<file path="config.mk">
export PLATFORM = sky130hd
export DESIGN_NAME = trust_state_tracker
export DESIGN_NICKNAME = d
export VERILOG_FILES = /design/src/rtl/tss_pkg.sv /design/src/rtl/tss_tamper_sync.sv /design/src/rtl/tss_vio_merge.sv /design/src/rtl/tss_state_fsm.sv /design/src/rtl/tss_key_policy.sv /design/src/rtl/trust_state_tracker.sv
export SDC_FILE = /design/constraint.sdc
export NUM_CORES = 1
export LEC_CHECK = 0
export CAP_MARGIN = 10
export CORE_MARGIN = 2
export CORE_UTILIZATION = 37
export DETAILED_ROUTE_END_ITERATION = 8
export PLACE_DENSITY = 0.76
export SYNTH_ARGS = -nofsm -noshare
export SYNTH_HDL_FRONTEND = slang
export SYNTH_SLANG_ARGS = --single-unit
</file>
<file path="constraint.sdc">
create_clock -name clk_i -period 1.46 [get_ports clk_i]
set_input_delay 0.219 -clock clk_i [delete_from_list [all_inputs] [get_ports clk_i]]
set_output_delay 0.219 -clock clk_i [all_outputs]
set_load 0.1 [all_outputs]
</file>
<file path="src/rtl/tss_pkg.sv">
package tss_pkg;
    localparam int STATE_W = 3;
    localparam int KEY_W   = 2;

    typedef enum logic [STATE_W-1:0] {
        ST_INIT     = 3'd0,
        ST_CHECK    = 3'd1,
        ST_NONSEC   = 3'd2,
        ST_TRUSTED  = 3'd3,
        ST_SECURE   = 3'd4,
        ST_SOFTFAIL = 3'd5,
        ST_HARDFAIL = 3'd6
    } tss_state_e;

    typedef enum logic [KEY_W-1:0] {
        KEY_NONE   = 2'd0,
        KEY_TEST   = 2'd1,
        KEY_MASTER = 2'd2
    } tss_key_e;

    typedef struct packed {
        tss_state_e state;
        logic       vio_seen;
        logic       irq;
        logic       clr;
        logic       zero;
    } tss_fsm_t;
endpackage

</file>
<file path="src/rtl/tss_tamper_sync.sv">
module tss_tamper_sync #(
    parameter int STAGES = 2
) (
    input  logic clk_i,
    input  logic rst_ni,
    input  logic tamper_ni,
    output logic tamper_evt_o
);
    logic [STAGES-1:0] sync_d, sync_q;

    generate
        for (genvar g = 0; g < STAGES; g++) begin : g_stage
            if (g == 0) begin : g_first
                assign sync_d[g] = tamper_ni;
            end else begin : g_next
                assign sync_d[g] = sync_q[g-1];
            end
        end
    endgenerate

    always_ff @(posedge clk_i or negedge rst_ni) begin
        if (!rst_ni) sync_q <= '1;
        else         sync_q <= sync_d;
    end

    assign tamper_evt_o = ~sync_q[STAGES-1];
endmodule

</file>
<file path="src/rtl/tss_vio_merge.sv">
module tss_vio_merge #(
    parameter int NUM_SRC = 6
) (
    input  logic [NUM_SRC-1:0] vio_pulse_i,
    input  logic               sw_vio_i,
    input  logic               tamper_evt_i,
    output logic               vio_o
);
    always_comb begin
        vio_o = sw_vio_i | tamper_evt_i;
        for (int i = 0; i < NUM_SRC; i++) begin
            vio_o = vio_o | vio_pulse_i[i];
        end
    end
endmodule

</file>
<file path="src/rtl/tss_state_fsm.sv">
module tss_state_fsm
    import tss_pkg::*;
(
    input  logic       clk_i,
    input  logic       rst_ni,
    input  logic       vio_i,
    input  logic       trust_wr_i,
    input  logic       secure_wr_i,
    input  logic       softfail_i,
    input  logic       ext_boot_i,
    input  logic       hardfail_en_i,
    output tss_state_e state_o,
    output logic       irq_o,
    output logic       clr_o,
    output logic       zero_o
);
    tss_fsm_t fsm_d, fsm_q;
    logic     to_fail;

    always_comb begin
        fsm_d      = fsm_q;
        fsm_d.irq  = 1'b0;
        fsm_d.clr  = 1'b0;
        fsm_d.zero = 1'b0;
        case (fsm_q.state)
            ST_INIT: fsm_d.state = ST_CHECK;
            ST_CHECK: begin
                if (vio_i || ext_boot_i) fsm_d.state = ST_NONSEC;
                else if (trust_wr_i)     fsm_d.state = ST_TRUSTED;
            end
            ST_NONSEC: fsm_d.state = ST_NONSEC;
            ST_TRUSTED: begin
                if (vio_i || softfail_i) begin
                    fsm_d.state    = ST_SOFTFAIL;
                    fsm_d.vio_seen = vio_i;
                end else if (secure_wr_i) begin
                    fsm_d.state = ST_SECURE;
                end
            end
            ST_SECURE: begin
                if (vio_i || softfail_i) begin
                    fsm_d.state    = ST_SOFTFAIL;
                    fsm_d.vio_seen = vio_i;
                end
            end
            ST_SOFTFAIL: begin
                if (hardfail_en_i && (fsm_q.vio_seen || vio_i)) fsm_d.state = ST_HARDFAIL;
            end
            ST_HARDFAIL: fsm_d.state = ST_HARDFAIL;
            default:     fsm_d.state = ST_HARDFAIL;
        endcase
        to_fail = (fsm_d.state != fsm_q.state) &&
                  ((fsm_d.state == ST_SOFTFAIL) || (fsm_d.state == ST_HARDFAIL));
        fsm_d.irq  = to_fail;
        fsm_d.clr  = to_fail;
        fsm_d.zero = to_fail && (fsm_d.state == ST_HARDFAIL);
    end

    always_ff @(posedge clk_i or negedge rst_ni) begin
        if (!rst_ni) begin
            fsm_q.state    <= ST_INIT;
            fsm_q.vio_seen <= 1'b0;
            fsm_q.irq      <= 1'b0;
            fsm_q.clr      <= 1'b0;
            fsm_q.zero     <= 1'b0;
        end else begin
            fsm_q <= fsm_d;
        end
    end

    assign state_o = fsm_q.state;
    assign irq_o   = fsm_q.irq;
    assign clr_o   = fsm_q.clr;
    assign zero_o  = fsm_q.zero;
endmodule

</file>
<file path="src/rtl/tss_key_policy.sv">
module tss_key_policy
    import tss_pkg::*;
(
    input  tss_state_e state_i,
    output tss_key_e   key_sel_o,
    output logic       reset_req_o
);
    always_comb begin
        unique case (state_i)
            ST_NONSEC:             key_sel_o = KEY_TEST;
            ST_TRUSTED, ST_SECURE: key_sel_o = KEY_MASTER;
            default:               key_sel_o = KEY_NONE;
        endcase
        reset_req_o = (state_i == ST_HARDFAIL);
    end
endmodule

</file>
<file path="src/rtl/trust_state_tracker.sv">
module trust_state_tracker
    import tss_pkg::*;
#(
    parameter int NUM_VIO_SRC = 6,
    parameter int SYNC_STAGES = 2
) (
    input  logic                   clk_i,
    input  logic                   rst_ni,
    input  logic                   tamper_ni,
    input  logic [NUM_VIO_SRC-1:0] vio_pulse_i,
    input  logic                   sw_trust_wr_i,
    input  logic                   sw_secure_wr_i,
    input  logic                   sw_softfail_i,
    input  logic                   sw_vio_i,
    input  logic                   ext_boot_i,
    input  logic                   hardfail_en_i,
    output logic [STATE_W-1:0]     state_o,
    output logic [KEY_W-1:0]       key_sel_o,
    output logic                   mk_clear_o,
    output logic                   kek_clear_o,
    output logic                   irq_o,
    output logic                   zeroize_o,
    output logic                   reset_req_o
);
    logic       tamper_evt;
    logic       vio;
    logic       clr;
    tss_state_e state;
    tss_key_e   key_sel;

    tss_tamper_sync #(.STAGES(SYNC_STAGES)) i_sync (
        .clk_i       (clk_i),
        .rst_ni      (rst_ni),
        .tamper_ni   (tamper_ni),
        .tamper_evt_o(tamper_evt)
    );

    tss_vio_merge #(.NUM_SRC(NUM_VIO_SRC)) i_merge (
        .vio_pulse_i (vio_pulse_i),
        .sw_vio_i    (sw_vio_i),
        .tamper_evt_i(tamper_evt),
        .vio_o       (vio)
    );

    tss_state_fsm i_fsm (
        .clk_i        (clk_i),
        .rst_ni       (rst_ni),
        .vio_i        (vio),
        .trust_wr_i   (sw_trust_wr_i),
        .secure_wr_i  (sw_secure_wr_i),
        .softfail_i   (sw_softfail_i),
        .ext_boot_i   (ext_boot_i),
        .hardfail_en_i(hardfail_en_i),
        .state_o      (state),
        .irq_o        (irq_o),
        .clr_o        (clr),
        .zero_o       (zeroize_o)
    );

    tss_key_policy i_policy (
        .state_i    (state),
        .key_sel_o  (key_sel),
        .reset_req_o(reset_req_o)
    );

    assign state_o     = state;
    assign key_sel_o   = key_sel;
    assign mk_clear_o  = clr;
    assign kek_clear_o = clr;
endmodule

</file>
==> results of run 1 <==
==> per-layer routing <==
| metal | vias to the layer above | wire length (um) | GRT usage, % | part of all wire, % |
|---|---|---|---|---|
| met1 | 249 | 675 | 23.02 | 39 |
| met3 | 4 | 86 | 8.333 | 4.9 |
| met2 | 23 | 941 | 35.89 | 54 |
| met4 | 0 | 37 | 11.21 | 2.1 |
| met5 | - | 0 | 0 | 0 |
| li1 | 239 | - | - | - |
==> critical path, stage by stage, from the launching register on <==
cell and delay (ps):
dfrtp_1 380, buf_6 150, nand2b_4 90, o22ai_4 180, buf_12 210
==> report_power, final <==
group / leakage (uW) / switching, uW / total [uW] / internal (uW)
registers: 0.0000908 / 1.13 / 228 / 227
clock network: 0.0000150 / 105 / 211 / 106
logic: 0.000298 / 23.8 / 63.7 / 39.9
total: 0.000404 / 130 / 502 / 372
==> what timing repair did <==
item / CTS / global route
setup buffers: 4 / 2
setup endpoints to repair: 5 / 7
resized for setup: 4 / 6
pin swaps: 2 / 3
==> through the flow <==
stage | utilization, % | instance area (um^2)
2_1_floorplan | - | 520.5
3_3_place_gp | 69.03 | 864.6
3_5_place_dp | 69.03 | 864.6
4_1_cts | 74.73 | 935.9
5_1_grt | 78.72 | 985.9
6_report | 78.72 | 985.9
==> cells by family after synthesis <==
family | synth area share (%)
muxes | 2.078
DFF | 42.08
buffers and inverters | 11.69
and+or+nand+nor | 24.94
AOI/OAI and AO/OA | 19.22
==> cells in the mapped netlist, types with 2 or more instances <==
cell      count  area (um^2)
nor3_1        4        20.02
dfstp_2       2        52.55
nand2_1       3        11.26
a21oi_1       2        10.01
dfrtp_1       6        150.1
buf_4         6        45.04
inv_1         3        11.26
o21ai_0       2        10.01
nor2_1        3        11.26
nand2b_1      2        12.51
==> worst paths after layout <==
kind                                  startpoint                to  slack, ps  cells past startpoint
worst max-delay path            i_fsm.state_o[2]      key_sel_o[1]        -60                      4
min in group clk_i              i_sync.sync_q[0]  i_sync.sync_q[1]        360                      0
worst max register to register  i_fsm.state_o[2]       i_fsm.irq_o        -40                      5
worst min-delay path                      rst_ni    i_fsm.fsm_q[3]        210                      1
max in group asynchronous                 rst_ni  i_sync.sync_q[0]        920                      1
worst min register to register  i_sync.sync_q[0]  i_sync.sync_q[1]        360                      0
==> state kept, by name, indices dropped and copies added, names as in the netlist <==
signal         flops
i_fsm.irq_o        1
i_fsm.zero_o       1
i_sync.sync_q      2
i_fsm.state_o      3
i_fsm.fsm_q        1
==> cell type report <==
cell class	count	area share [%]
clock buffers	4	2.665
inverters	3	1.142
multi-input cells	31	30.84
flip-flops and latches	8	20.94
well taps	15	1.904
repair buffers	34	42.51
==> metrics, run 1 <==
worst min-delay path category in -> async; crit path max fanout 5; setup violators final 3; antenna cells 0; Final GP Congestion approximately 0.81; post-synth cell types 25; Layout area overhead 104.7%; max frequency approximately 660 MHz; DR iter-0 viols 17; vias in the first global route 483; Async SR Flop Fraction between 90% and 100%; syn avg cell area between 10 and 15 um^2; Reg area roughly 210 um^2; Final period util 104.1%; fin nets 96; Max-slew headroom roughly two thirds; total chip power approximately 500 uW; PwrDens between 500 and 600 nW/um^2; pre-CTS WS -314.4 ps; HPWL after DPL approximately 1000 um; Clock transition at path regs around 80 ps; die area 1606 um^2; Die Wd roughly 40 um; Worst EP required about 1200 ps; Seq cells post-synth 8; status complete, but fails checks; die height about 40 um; Max Buffers Root-to-Sink 2; via count 515; Overall Global Routing Usage roughly 21%; Crit Path Category reg -> out; largest net degree at the start of global routing 9; layout cells sized above 1 between 50% and 60%; Seq/Total Area, Yosys between 40% and 50%; grt ovf 0; setup slack after layout -59.76 ps; commonest non-fill, non-tap cell in the layout clkdlybuf4s50_1; Clk Latency, worst-skew pair roughly 280 ps; Cell Rows 13; IO Port Bufs 24; Post-Route WL between 1500 and 2000 um; max-slew violations 0; Primary FF master, synth dfrtp_1; CTS root buf clkbuf_4; Non-Filler Instances 95; Worst-Margin Slew just over 500 ps; CP endpoint kind primary output; RSZ-0062 raised after global routing true; clock tree from TritonCTS yes; min cycle time layout around 1500 ps; clock tree sinks 8; most frequent cells in the layout clkdlybuf4s50_1, buf_12, buf_4; Wirelength per Cell ~18 um; cells after synthesis 48; number of synthesized flops with an enable pin 0; worst hold margin 207.2 ps; drt via density between 5 and 6; Core Area 1252 um^2; YS warnings 0; # Max-Cap Violations 0; Num CTS Buffers 3; global-route wire length before repair roughly 2100 um; setup TNS -121.3 ps; Post-CTS Hold Buffers 0; Multi-input gate area 304.0 um^2; Net Count, Synth 63; initial antenna violation count 0; Final Hold Viols 0; DR pass1 iterations 4; clk_skew between 20 and 25 ps; antenna violation net count after detailed routing 0; Worst IR Drop VDD roughly 440 uV; Syn Std Cell Area 481.7 um^2; filler instances 82; Placed Cells between 80 and 90; Critical Path AT between 1000 and 1500 ps; leakage between 0.0004 and 0.0005 uW; initial core utilization 38.46%; I/O pin total 25; failing checks negative setup slack; drc violations 0; Startpoint Class flop; H-tree levels 1
(Power assumes the default switching activity.)
==> run 2: changes to the inputs <==
--- a/config.mk
+++ b/config.mk
@@ -8,6 +8,7 @@
 export CAP_MARGIN = 10
 export CORE_MARGIN = 2
 export CORE_UTILIZATION = 37
+export CTS_CLUSTER_SIZE = 24
 export DETAILED_ROUTE_END_ITERATION = 8
 export PLACE_DENSITY = 0.76
 export SYNTH_ARGS = -nofsm -noshare
==> results of run 2 <==
Final layout, timing and power as in run 1 (identical DEF).
